<file path="config.mk">
export PLATFORM = sky130hd
export DESIGN_NAME = gpio_latch_ctrl
export DESIGN_NICKNAME = d
export VERILOG_FILES = /design/src/rtl/gpio_latch_pkg.sv /design/src/rtl/gpio_sync_stage.sv /design/src/rtl/gpio_level_latch.sv /design/src/rtl/gpio_reg_bank.sv /design/src/rtl/gpio_latch_ctrl.sv
export SDC_FILE = /design/constraint.sdc
export NUM_CORES = 1
export LEC_CHECK = 0
export ABC_CLOCK_PERIOD_IN_PS = 1500
export BUFFER_PORTS_ARGS = -buffer_cell sky130_fd_sc_hd__buf_2
export CAP_MARGIN = 20
export CORE_MARGIN = 2
export CORE_UTILIZATION = 24
export DETAILED_ROUTE_END_ITERATION = 10
export GPL_TIMING_DRIVEN = 0
export PLACE_DENSITY = 0.48
export SLEW_MARGIN = 40
export SYNTH_ARGS = -nofsm -noshare
export SYNTH_HDL_FRONTEND = slang
export SYNTH_HIERARCHICAL = 1
export SYNTH_SLANG_ARGS = --single-unit
</file>
<file path="constraint.sdc">
create_clock -name clk -period 1.5 [get_ports clk]
set_clock_uncertainty 0.1 [all_clocks]
set_input_delay 0.15 -clock clk [delete_from_list [all_inputs] [get_ports clk]]
set_output_delay 0.15 -clock clk [all_outputs]
set_load 0.02 [all_outputs]
</file>
<file path="src/rtl/gpio_latch_pkg.sv">
package gpio_latch_pkg;

    localparam int NUM_LINES     = 12;
    localparam int WORD_W        = 32;
    localparam int ADDR_W        = 6;
    localparam int NUM_REGS      = 8;
    localparam int LINES_PER_POL = 8;
    localparam int POL_STRIDE    = 4;

    typedef enum logic [2:0] {
        RIDX_DOUT   = 3'd0,
        RIDX_OE     = 3'd1,
        RIDX_DIN    = 3'd2,
        RIDX_STAT   = 3'd3,
        RIDX_POL_LO = 3'd4,
        RIDX_MASK   = 3'd5,
        RIDX_POL_HI = 3'd6,
        RIDX_MUX    = 3'd7
    } reg_idx_e;

    typedef struct packed {
        logic     rd_hit;
        logic     wr_hit;
        reg_idx_e idx;
    } reg_dec_t;

    function automatic reg_dec_t reg_decode(input logic sel, input logic wr,
                                            input logic [ADDR_W-1:0] addr);
        reg_dec_t d;
        logic     mapped;
        mapped   = (addr[1:0] == 2'b00) && (int'(addr[ADDR_W-1:2]) < NUM_REGS);
        d.rd_hit = sel && !wr && mapped;
        d.wr_hit = sel && wr && mapped;
        d.idx    = reg_idx_e'(addr[4:2]);
        return d;
    endfunction

    // Spread the polarity bits of one half of the lines onto every fourth bit.
    function automatic logic [WORD_W-1:0] pol_pack(input logic [NUM_LINES-1:0] pol,
                                                   input logic upper);
        logic [WORD_W-1:0] w;
        w = '0;
        for (int n = 0; n < NUM_LINES; n++) begin
            if ((n >= LINES_PER_POL) == upper)
                w[(n % LINES_PER_POL) * POL_STRIDE] = pol[n];
        end
        return w;
    endfunction

    // Take the polarity bits of one half of the lines from a written word.
    function automatic logic [NUM_LINES-1:0] pol_merge(input logic [NUM_LINES-1:0] pol,
                                                       input logic [WORD_W-1:0] word,
                                                       input logic upper);
        logic [NUM_LINES-1:0] r;
        r = pol;
        for (int n = 0; n < NUM_LINES; n++) begin
            if ((n >= LINES_PER_POL) == upper)
                r[n] = word[(n % LINES_PER_POL) * POL_STRIDE];
        end
        return r;
    endfunction

endpackage

</file>
<file path="src/rtl/gpio_sync_stage.sv">
module gpio_sync_stage #(
    parameter int W = 12
) (
    input  logic         clk,
    input  logic         rst,
    input  logic [W-1:0] d,
    output logic [W-1:0] q
);
    logic [W-1:0] s1_q;
    logic [W-1:0] s2_q;

    always_ff @(posedge clk) begin
        if (rst) begin
            s1_q <= '0;
            s2_q <= '0;
        end else begin
            s1_q <= d;
            s2_q <= s1_q;
        end
    end

    assign q = s2_q;

    AST_SYNC_FIRST:  assert property (@(posedge clk) disable iff (rst) 1'b1 |=> s1_q == $past(d));
    AST_SYNC_SECOND: assert property (@(posedge clk) disable iff (rst) 1'b1 |=> s2_q == $past(s1_q));

endmodule

</file>
<file path="src/rtl/gpio_level_latch.sv">
module gpio_level_latch
    import gpio_latch_pkg::*;
#(
    parameter int N = NUM_LINES
) (
    input  logic         clk,
    input  logic         rst,
    input  logic [N-1:0] din,
    input  logic [N-1:0] pol,
    input  logic [N-1:0] clr,
    input  logic [N-1:0] mask,
    output logic [N-1:0] status,
    output logic         irq
);
    logic [N-1:0] active;
    logic [N-1:0] stat_q;

    for (genvar i = 0; i < N; i++) begin : g_line
        // polarity 0: high active, polarity 1: low active
        assign active[i] = din[i] ^ pol[i];

        always_ff @(posedge clk) begin
            if (rst)
                stat_q[i] <= 1'b0;
            else
                stat_q[i] <= active[i] | (stat_q[i] & ~clr[i]);
        end
    end

    assign status = stat_q;
    assign irq    = |(stat_q & mask);

    AST_LEVEL_SETS: assert property (@(posedge clk) disable iff (rst)
        (active != '0) |=> ((stat_q & $past(active)) == $past(active)));
    AST_NO_SPURIOUS: assert property (@(posedge clk) disable iff (rst)
        1'b1 |=> ((stat_q & ~$past(stat_q) & ~$past(active)) == '0));
    AST_STICKY_HOLD: assert property (@(posedge clk) disable iff (rst)
        ((stat_q & ~clr) != '0) |=> ((stat_q & $past(stat_q & ~clr)) == $past(stat_q & ~clr)));

endmodule

</file>
<file path="src/rtl/gpio_reg_bank.sv">
module gpio_reg_bank
    import gpio_latch_pkg::*;
#(
    parameter int N = NUM_LINES,
    parameter int W = WORD_W
) (
    input  logic         clk,
    input  logic         rst,
    input  reg_dec_t     dec,
    input  logic [W-1:0] wdata,
    input  logic [N-1:0] din,
    input  logic [N-1:0] status,
    output logic [N-1:0] dout_q,
    output logic [N-1:0] oe_q,
    output logic [N-1:0] pol_q,
    output logic [N-1:0] mask_q,
    output logic [W-1:0] mux_q,
    output logic [N-1:0] stat_clr,
    output logic [W-1:0] rdata
);
    localparam int PAD = W - N;

    always_ff @(posedge clk) begin
        if (rst) begin
            dout_q <= '0;
            oe_q   <= '0;
            pol_q  <= '0;
            mask_q <= '0;
            mux_q  <= '0;
        end else if (dec.wr_hit) begin
            case (dec.idx)
                RIDX_DOUT:   dout_q <= wdata[N-1:0];
                RIDX_OE:     oe_q   <= wdata[N-1:0];
                RIDX_MASK:   mask_q <= wdata[N-1:0];
                RIDX_MUX:    mux_q  <= wdata;
                RIDX_POL_LO: pol_q  <= pol_merge(pol_q, wdata, 1'b0);
                RIDX_POL_HI: pol_q  <= pol_merge(pol_q, wdata, 1'b1);
                default:     ;
            endcase
        end
    end

    assign stat_clr = (dec.wr_hit && dec.idx == RIDX_STAT) ? wdata[N-1:0] : '0;

    always_comb begin
        rdata = '0;
        if (dec.rd_hit) begin
            case (dec.idx)
                RIDX_DOUT:   rdata = {{PAD{1'b0}}, dout_q};
                RIDX_OE:     rdata = {{PAD{1'b0}}, oe_q};
                RIDX_DIN:    rdata = {{PAD{1'b0}}, din};
                RIDX_STAT:   rdata = {{PAD{1'b0}}, status};
                RIDX_POL_LO: rdata = pol_pack(pol_q, 1'b0);
                RIDX_MASK:   rdata = {{PAD{1'b0}}, mask_q};
                RIDX_POL_HI: rdata = pol_pack(pol_q, 1'b1);
                RIDX_MUX:    rdata = mux_q;
                default:     rdata = '0;
            endcase
        end
    end

    AST_MUX_KEEPS: assert property (@(posedge clk) disable iff (rst)
        !(dec.wr_hit && dec.idx == RIDX_MUX) |=> $stable(mux_q));

endmodule

</file>
<file path="src/rtl/gpio_latch_ctrl.sv">
module gpio_latch_ctrl
    import gpio_latch_pkg::*;
#(
    parameter int N  = NUM_LINES,
    parameter int W  = WORD_W,
    parameter int AW = ADDR_W
) (
    input  logic          clk,
    input  logic          rst,
    input  logic          reg_sel,
    input  logic          reg_wr,
    input  logic [AW-1:0] reg_addr,
    input  logic [W-1:0]  reg_wdata,
    output logic [W-1:0]  reg_rdata,
    input  logic [N-1:0]  pin_in,
    output logic [N-1:0]  pin_out,
    output logic [N-1:0]  pin_oe,
    output logic [W-1:0]  mux_cfg,
    output logic          irq
);
    reg_dec_t     dec;
    logic [N-1:0] din_s;
    logic [N-1:0] dout_q;
    logic [N-1:0] oe_q;
    logic [N-1:0] pol_q;
    logic [N-1:0] mask_q;
    logic [N-1:0] stat_clr;
    logic [N-1:0] status;
    logic [W-1:0] mux_q;

    assign dec = reg_decode(reg_sel, reg_wr, reg_addr);

    gpio_sync_stage #(.W(N)) u_sync (
        .clk (clk),
        .rst (rst),
        .d   (pin_in),
        .q   (din_s)
    );

    gpio_reg_bank #(.N(N), .W(W)) u_bank (
        .clk      (clk),
        .rst      (rst),
        .dec      (dec),
        .wdata    (reg_wdata),
        .din      (din_s),
        .status   (status),
        .dout_q   (dout_q),
        .oe_q     (oe_q),
        .pol_q    (pol_q),
        .mask_q   (mask_q),
        .mux_q    (mux_q),
        .stat_clr (stat_clr),
        .rdata    (reg_rdata)
    );

    gpio_level_latch #(.N(N)) u_latch (
        .clk    (clk),
        .rst    (rst),
        .din    (din_s),
        .pol    (pol_q),
        .clr    (stat_clr),
        .mask   (mask_q),
        .status (status),
        .irq    (irq)
    );

    assign pin_out = dout_q & oe_q;
    assign pin_oe  = oe_q;
    assign mux_cfg = mux_q;

    AST_MASK_QUIET: assert property (@(posedge clk) disable iff (rst)
        (mask_q == '0) |-> !irq);
    AST_DOUT_FOLLOWS: assert property (@(posedge clk) disable iff (rst)
        (reg_sel && reg_wr && reg_addr == 6'h00 && pin_oe == '1)
        |=> pin_out == $past(reg_wdata[N-1:0]));
    AST_MUX_WRITE: assert property (@(posedge clk) disable iff (rst)
        (reg_sel && reg_wr && reg_addr == 6'h1C) |=> mux_cfg == $past(reg_wdata));

endmodule

</file>
Word-level counts from Yosys, hierarchy flattened:

Cells that the tools add are included.

* flip-flop bits (word level): 116
* output and inout bits: 89

* equal/unequal tests: 7
* reductions and logical operators: 16
* bitwise operators: 52
* mux-type cells: 4
* magnitude comparators: 1

Operators by type and width (count)
* $pmux 32 s8: 1
* $mux 32: 1
* $and 12x12->12: 2
* $pmux 12 s2: 1
* $not 1->1: 14
* $and 1x1->1: 12
* $eq 3x3->1 const B: 4
* $mux 12: 1
* $or 1x1->1: 12
* $reduce_or 12->1: 1
* $xor 1x1->1: 12
* $reduce_and 2->1: 4
* $eq 3x2->1 const B: 2
* $logic_and 1x1->1: 6
* $reduce_and 3->1: 2
* $lt 4x4->1 const B: 1
* $eq 3x1->1 const B: 1
* $logic_not 3->1: 1
* $logic_not 2->1: 1
* $logic_not 1->1: 1

Longest topological paths before layout:

* word-level depth: 8
* mapped depth: 8
* gate-level depth less buffers: 7

Hierarchy:

Netlist, hierarchy kept.

Modules (own cells, without submodules)
* gpio_reg_bank: cells each 506, area an instance 3985.1 um^2, instances 1, sequential area each 1601.5 um^2
* gpio_sync_stage: cells each 50, area an instance 693.2 um^2, instances 1, sequential area each 480.5 um^2
* gpio_level_latch: cells each 56, area an instance 563.0 um^2, instances 1, sequential area each 240.2 um^2
* gpio_latch_ctrl: cells each 15, area an instance 125.1 um^2, instances 1, sequential area each 0.0 um^2

Worst setup path before layout:

OpenSTA, ideal clock, no wires.

* kind: input to register
* from: input reg_addr[1]
* to: register u_latch.stat_q[7], in the netlist u_latch/status[7]
* setup slack: -0.108 ns
* arrival: 1.388 ns
* stages on the path: 8
* setup time: 0.119 ns
* buffers on the path: 1
* path through: nand2b_4 nor4b_4 nand2_2 nor3b_2 clkbuf_2 and2_1 nand2b_1 a21oi_1

RTL lines
* start, declared: line gpio_latch_ctrl.sv:12 `input logic [AW-1:0] reg_addr,`
* end signal, assigned by index: line gpio_level_latch.sv:26 `stat_q[i] <= active[i] | (stat_q[i] & ~clr[i]);`
* end, declared: line gpio_level_latch.sv:16 `logic [N-1:0] stat_q;`

Worst setup path in the final report:

* from: register u_bank.mask_q[1]
* to: output irq

* longest elaborated chain between the ends: 2

RTL lines
* start, declared: line gpio_reg_bank.sv:16 `output logic [N-1:0] mask_q,`
* start signal, assigned: line gpio_reg_bank.sv:34 `RIDX_MASK: mask_q <= wdata[N-1:0];`
* $and 12x12->12: line gpio_level_latch.sv:31 `assign irq = |(stat_q & mask);`
* $reduce_or 12->1: line gpio_level_latch.sv:31
* end, declared: line gpio_latch_ctrl.sv:19 `output logic irq`

Every way passes these cells.

==> out/metrics.yaml <==
critPathSlowestCell: "dfxtp_2"
hpwlAfterDp_um: 14490
area_delta_synth_final_pct: 55.86
ir_drop_mv: 0.6979
portBuffers: 140
internal_power_mw: 5.870
grt_max_degree: 17
grt_pass1_wl_um: 32040
rrSetupSlack_ps: 590
pwr-share-seq_pct: 40.9
synth-edff-count: 0
use_met3_pct: 4.707
power.leakage_nw: 3.304
gp_congestion: 0.8424
vias: 5351
layout.nets: 910
setup_viol_count_final: 29
drtAntennaViolNets: 0
drc: 0
core.rowCount: 54
drv_slew: 0
drtIter0Drc: 419
clock_tree.buffer_depth: 2
synthMuxAreaShare_pct: 3.357
synth_async_sr_flop_share_pct: 0
timing.critical_path.cells: "a22o_1 -> a221oi_2 -> nand3_1 -> buf_6"
grt-ovfl-total: 0
track_usage_pct: 17.88
wire_per_inst_um: 18.14
final_hold_viol_count: 0
drive_above_1_share_pct: 46.43
die_w_um: 153.5
synth_xor_area_share_pct: 1.958
synth_cell_types: 48
final.setup.worst_slack_ps: -293.0
drtPass1Iterations: 5
hold_class: "in -> reg"
cts_made_buffers: 17
p_switching_mw: 1.905
synth-seq-area-share_pct: 43.27
rsz0062_at_grt: "true"
slowest_delay_ps: 340
syn_inst: 627
pwr_density_cell_mw_per_mm2: 929.6
clkLatencyLatePin_ps: 420
final_cell_count_no_fill: 1148
synthAdderAreaFrac_pct: 0
cp_max_fo: 3
syn_area_mm2: 0.005366
viasPerCell: 4.661
synth-seq-cells: 116
p_sw_share_pct: 24.50
fin_crit_ps: 1793
dieArea_mm2: 0.02357
violations: "negative setup slack"
coreArea_mm2: 0.02189
finalCritPeriodShare_pct: 119.5
p_clk_share_pct: 50.5
ios: 143
synth_flop_cell: "dfxtp_1"
initial_core_util_pct: 24.51
dp_cells: 1047
synth_compound_area_share_pct: 19.49
outcome: "complete, but fails checks"
antenna_found_initial: 0
use_met2_pct: 28.47
synthesis.nets: 681
cts.sinks: 116
htree_levels: 4
fp.dieH_um: 153.5
clock.fmax_ghz: 0.5577
hold_depth: 2
synth-simple-area-share_pct: 26.51
clk_pin_slew_ps: 60
grt.met1_usage_pct: 23.58
slew_headroom_pct: 45.42
combPwrFrac_pct: 8.7
worst_slew_pin_slew_ps: 818.7
crit_arrival_ps: 1540
yosysWarnings: 6
busiest_layer: "met2"
cts_tree: "built"
worstRegToRegCells: 3
cts_root_buffer: "clkbuf_16"
maxCapViolCount: 0
start_kind: "register"
hold-worst-slack_ps: 42.11
avgSynthCellArea_um2: 8.559
grt_pass1_vias: 5298
crit_type: "reg -> out"
endpoint_kind: "output pin"
crit_required_ps: 1250
wl_um: 20820
diodes: 0
synth_top_family_by_area: "simple AND/OR/NAND/NOR gates"
==> cell usage in the layout (no fill, tap or decap), types with 3 or more instances in the layout <==
master and count:
dlygate4sd3_1 45, buf_4 33, nand2b_1 15, o22ai_2 5, nor2_4 7, xnor2_1 12, a221oi_2 6, and2b_1 4
buf_6 50, dfxtp_1 68, nor2b_1 9, buf_2 111, buf_8 3, mux2i_1 9, o311a_1 6, dfxtp_2 45
clkbuf_1 9, a22o_1 3, a22oi_2 15, dfxtp_4 3, nand2b_4 6, o22ai_1 3, a21oi_2 25, a22oi_1 4
and2_1 23, clkbuf_16 18, nand2_1 157, clkinv_2 5, nand3_1 4, nor2_1 12, a21oi_1 74, mux2_4 5
and2_4 18, mux2_2 3, nor2b_2 14
==> per-stage QoR <==
stage | setup slack, ps | total power [mW] | setup TNS (ps) | cell area [um^2] | utilization (%)
2_1_floorplan | -107.5 | 3.497 | -1067 | 5381 | -
3_3_place_gp | -1166 | 3.732 | -59770 | 6432 | 29.38
3_5_place_dp | -830.3 | 3.734 | -51640 | 6444 | 29.44
4_1_cts | -338.0 | 7.821 | -6784 | 8154 | 37.25
5_1_grt | -353.7 | 8.041 | -6162 | 8364 | 38.21
6_report | -293.0 | 7.776 | -4169 | 8364 | 38.21
==> registers in the layout, summed over array words and instances, names as in the netlist <==
register / cells
u_bank/dout_q: 12
u_bank/mask_q: 12
u_bank/mux_q: 32
u_bank/oe_q: 12
u_bank/pol_q: 12
u_latch/status: 12
u_sync/q: 12
u_sync/s1_q: 12
==> cell families (layout without fill, tap and decap cells) <==
| family | after synthesis | after routing |
|---|---|---|
| simple gates | 284 | 284 |
| xor+xnor | 12 | 12 |
| buf+inv | 44 | 285 |
| flops | 116 | 116 |
| mux | 17 | 17 |
| compound gates | 154 | 154 |
==> synthesized netlist by cell type (8+ instances only) <==
library cell / instances / share of area, %
and2_1: 41 / 4.8
buf_4: 8 / 1.1
a21oi_1: 79 / 7.4
nand2b_1: 20 / 2.3
clkbuf_1: 11 / 0.77
nor2b_1: 11 / 1.3
mux2i_1: 9 / 1.7
buf_6: 11 / 2.3
a21oi_2: 20 / 3.3
nor2_1: 17 / 1.2
o22ai_1: 8 / 0.93
dfxtp_1: 116 / 43
xnor2_1: 12 / 2.0
buf_2: 9 / 0.84
nand2_1: 159 / 11
a22oi_1: 15 / 2.1
nor2b_2: 14 / 2.3
==> what timing repair did <==
action,in CTS,in global routing
pin swaps,44,13
hold buffers,45,0
setup endpoints to repair,47,66
hold endpoints to repair,92,0
buffers inserted,22,2
gates cloned,1,1
resized for setup,173,53
==> power groups by stage <==
stage	sequential [mW]	combinational, mW	clock [mW]
floorplan	3.23	0.269	0
global placement	3.24	0.491	0
detailed placement	3.24	0.494	0
CTS	3.17	0.640	4.01
global route	3.18	0.721	4.14
finish	3.18	0.673	3.93
==> metal layers <==
metal  part of all wire [%]  routed length [um]
met5                      0                   0
met4                    1.7                 361
met3                    6.2                1296
met2                     47                9745
met1                     45                9421
==> worst paths after layout <==
| check | from | endpoint |
|---|---|---|
| setup / recovery | u_bank/mask_q[1] | irq |
| hold / removal | rst | u_sync/s1_q[9] |
| setup reg to reg | u_bank/pol_q[2] | u_latch/status[2] |
| hold reg to reg | u_sync/s1_q[11] | u_sync/q[11] |
==> critical path, delay by kind of cell (launching register included) <==
family	cells	cell delay, ps
AOI/OAI and AO/OA	2	450
DFF	1	340
and+or+nand+nor	1	170
buffers and inverters	1	170
==> layout make-up <==
| type | count | area [um^2] |
|---|---|---|
| multi-input combinational | 467 | 3118 |
| fill | 2267 | 13530 |
| clock inverter | 13 | 135.1 |
| timing repair buffer | 210 | 1589 |
| inverter | 1 | 6.256 |
| buffer | 43 | 346.6 |
| sequential | 116 | 2390 |
| clock buffer | 18 | 429.2 |
| tap | 280 | 350.3 |
(Power assumes the default switching activity.)
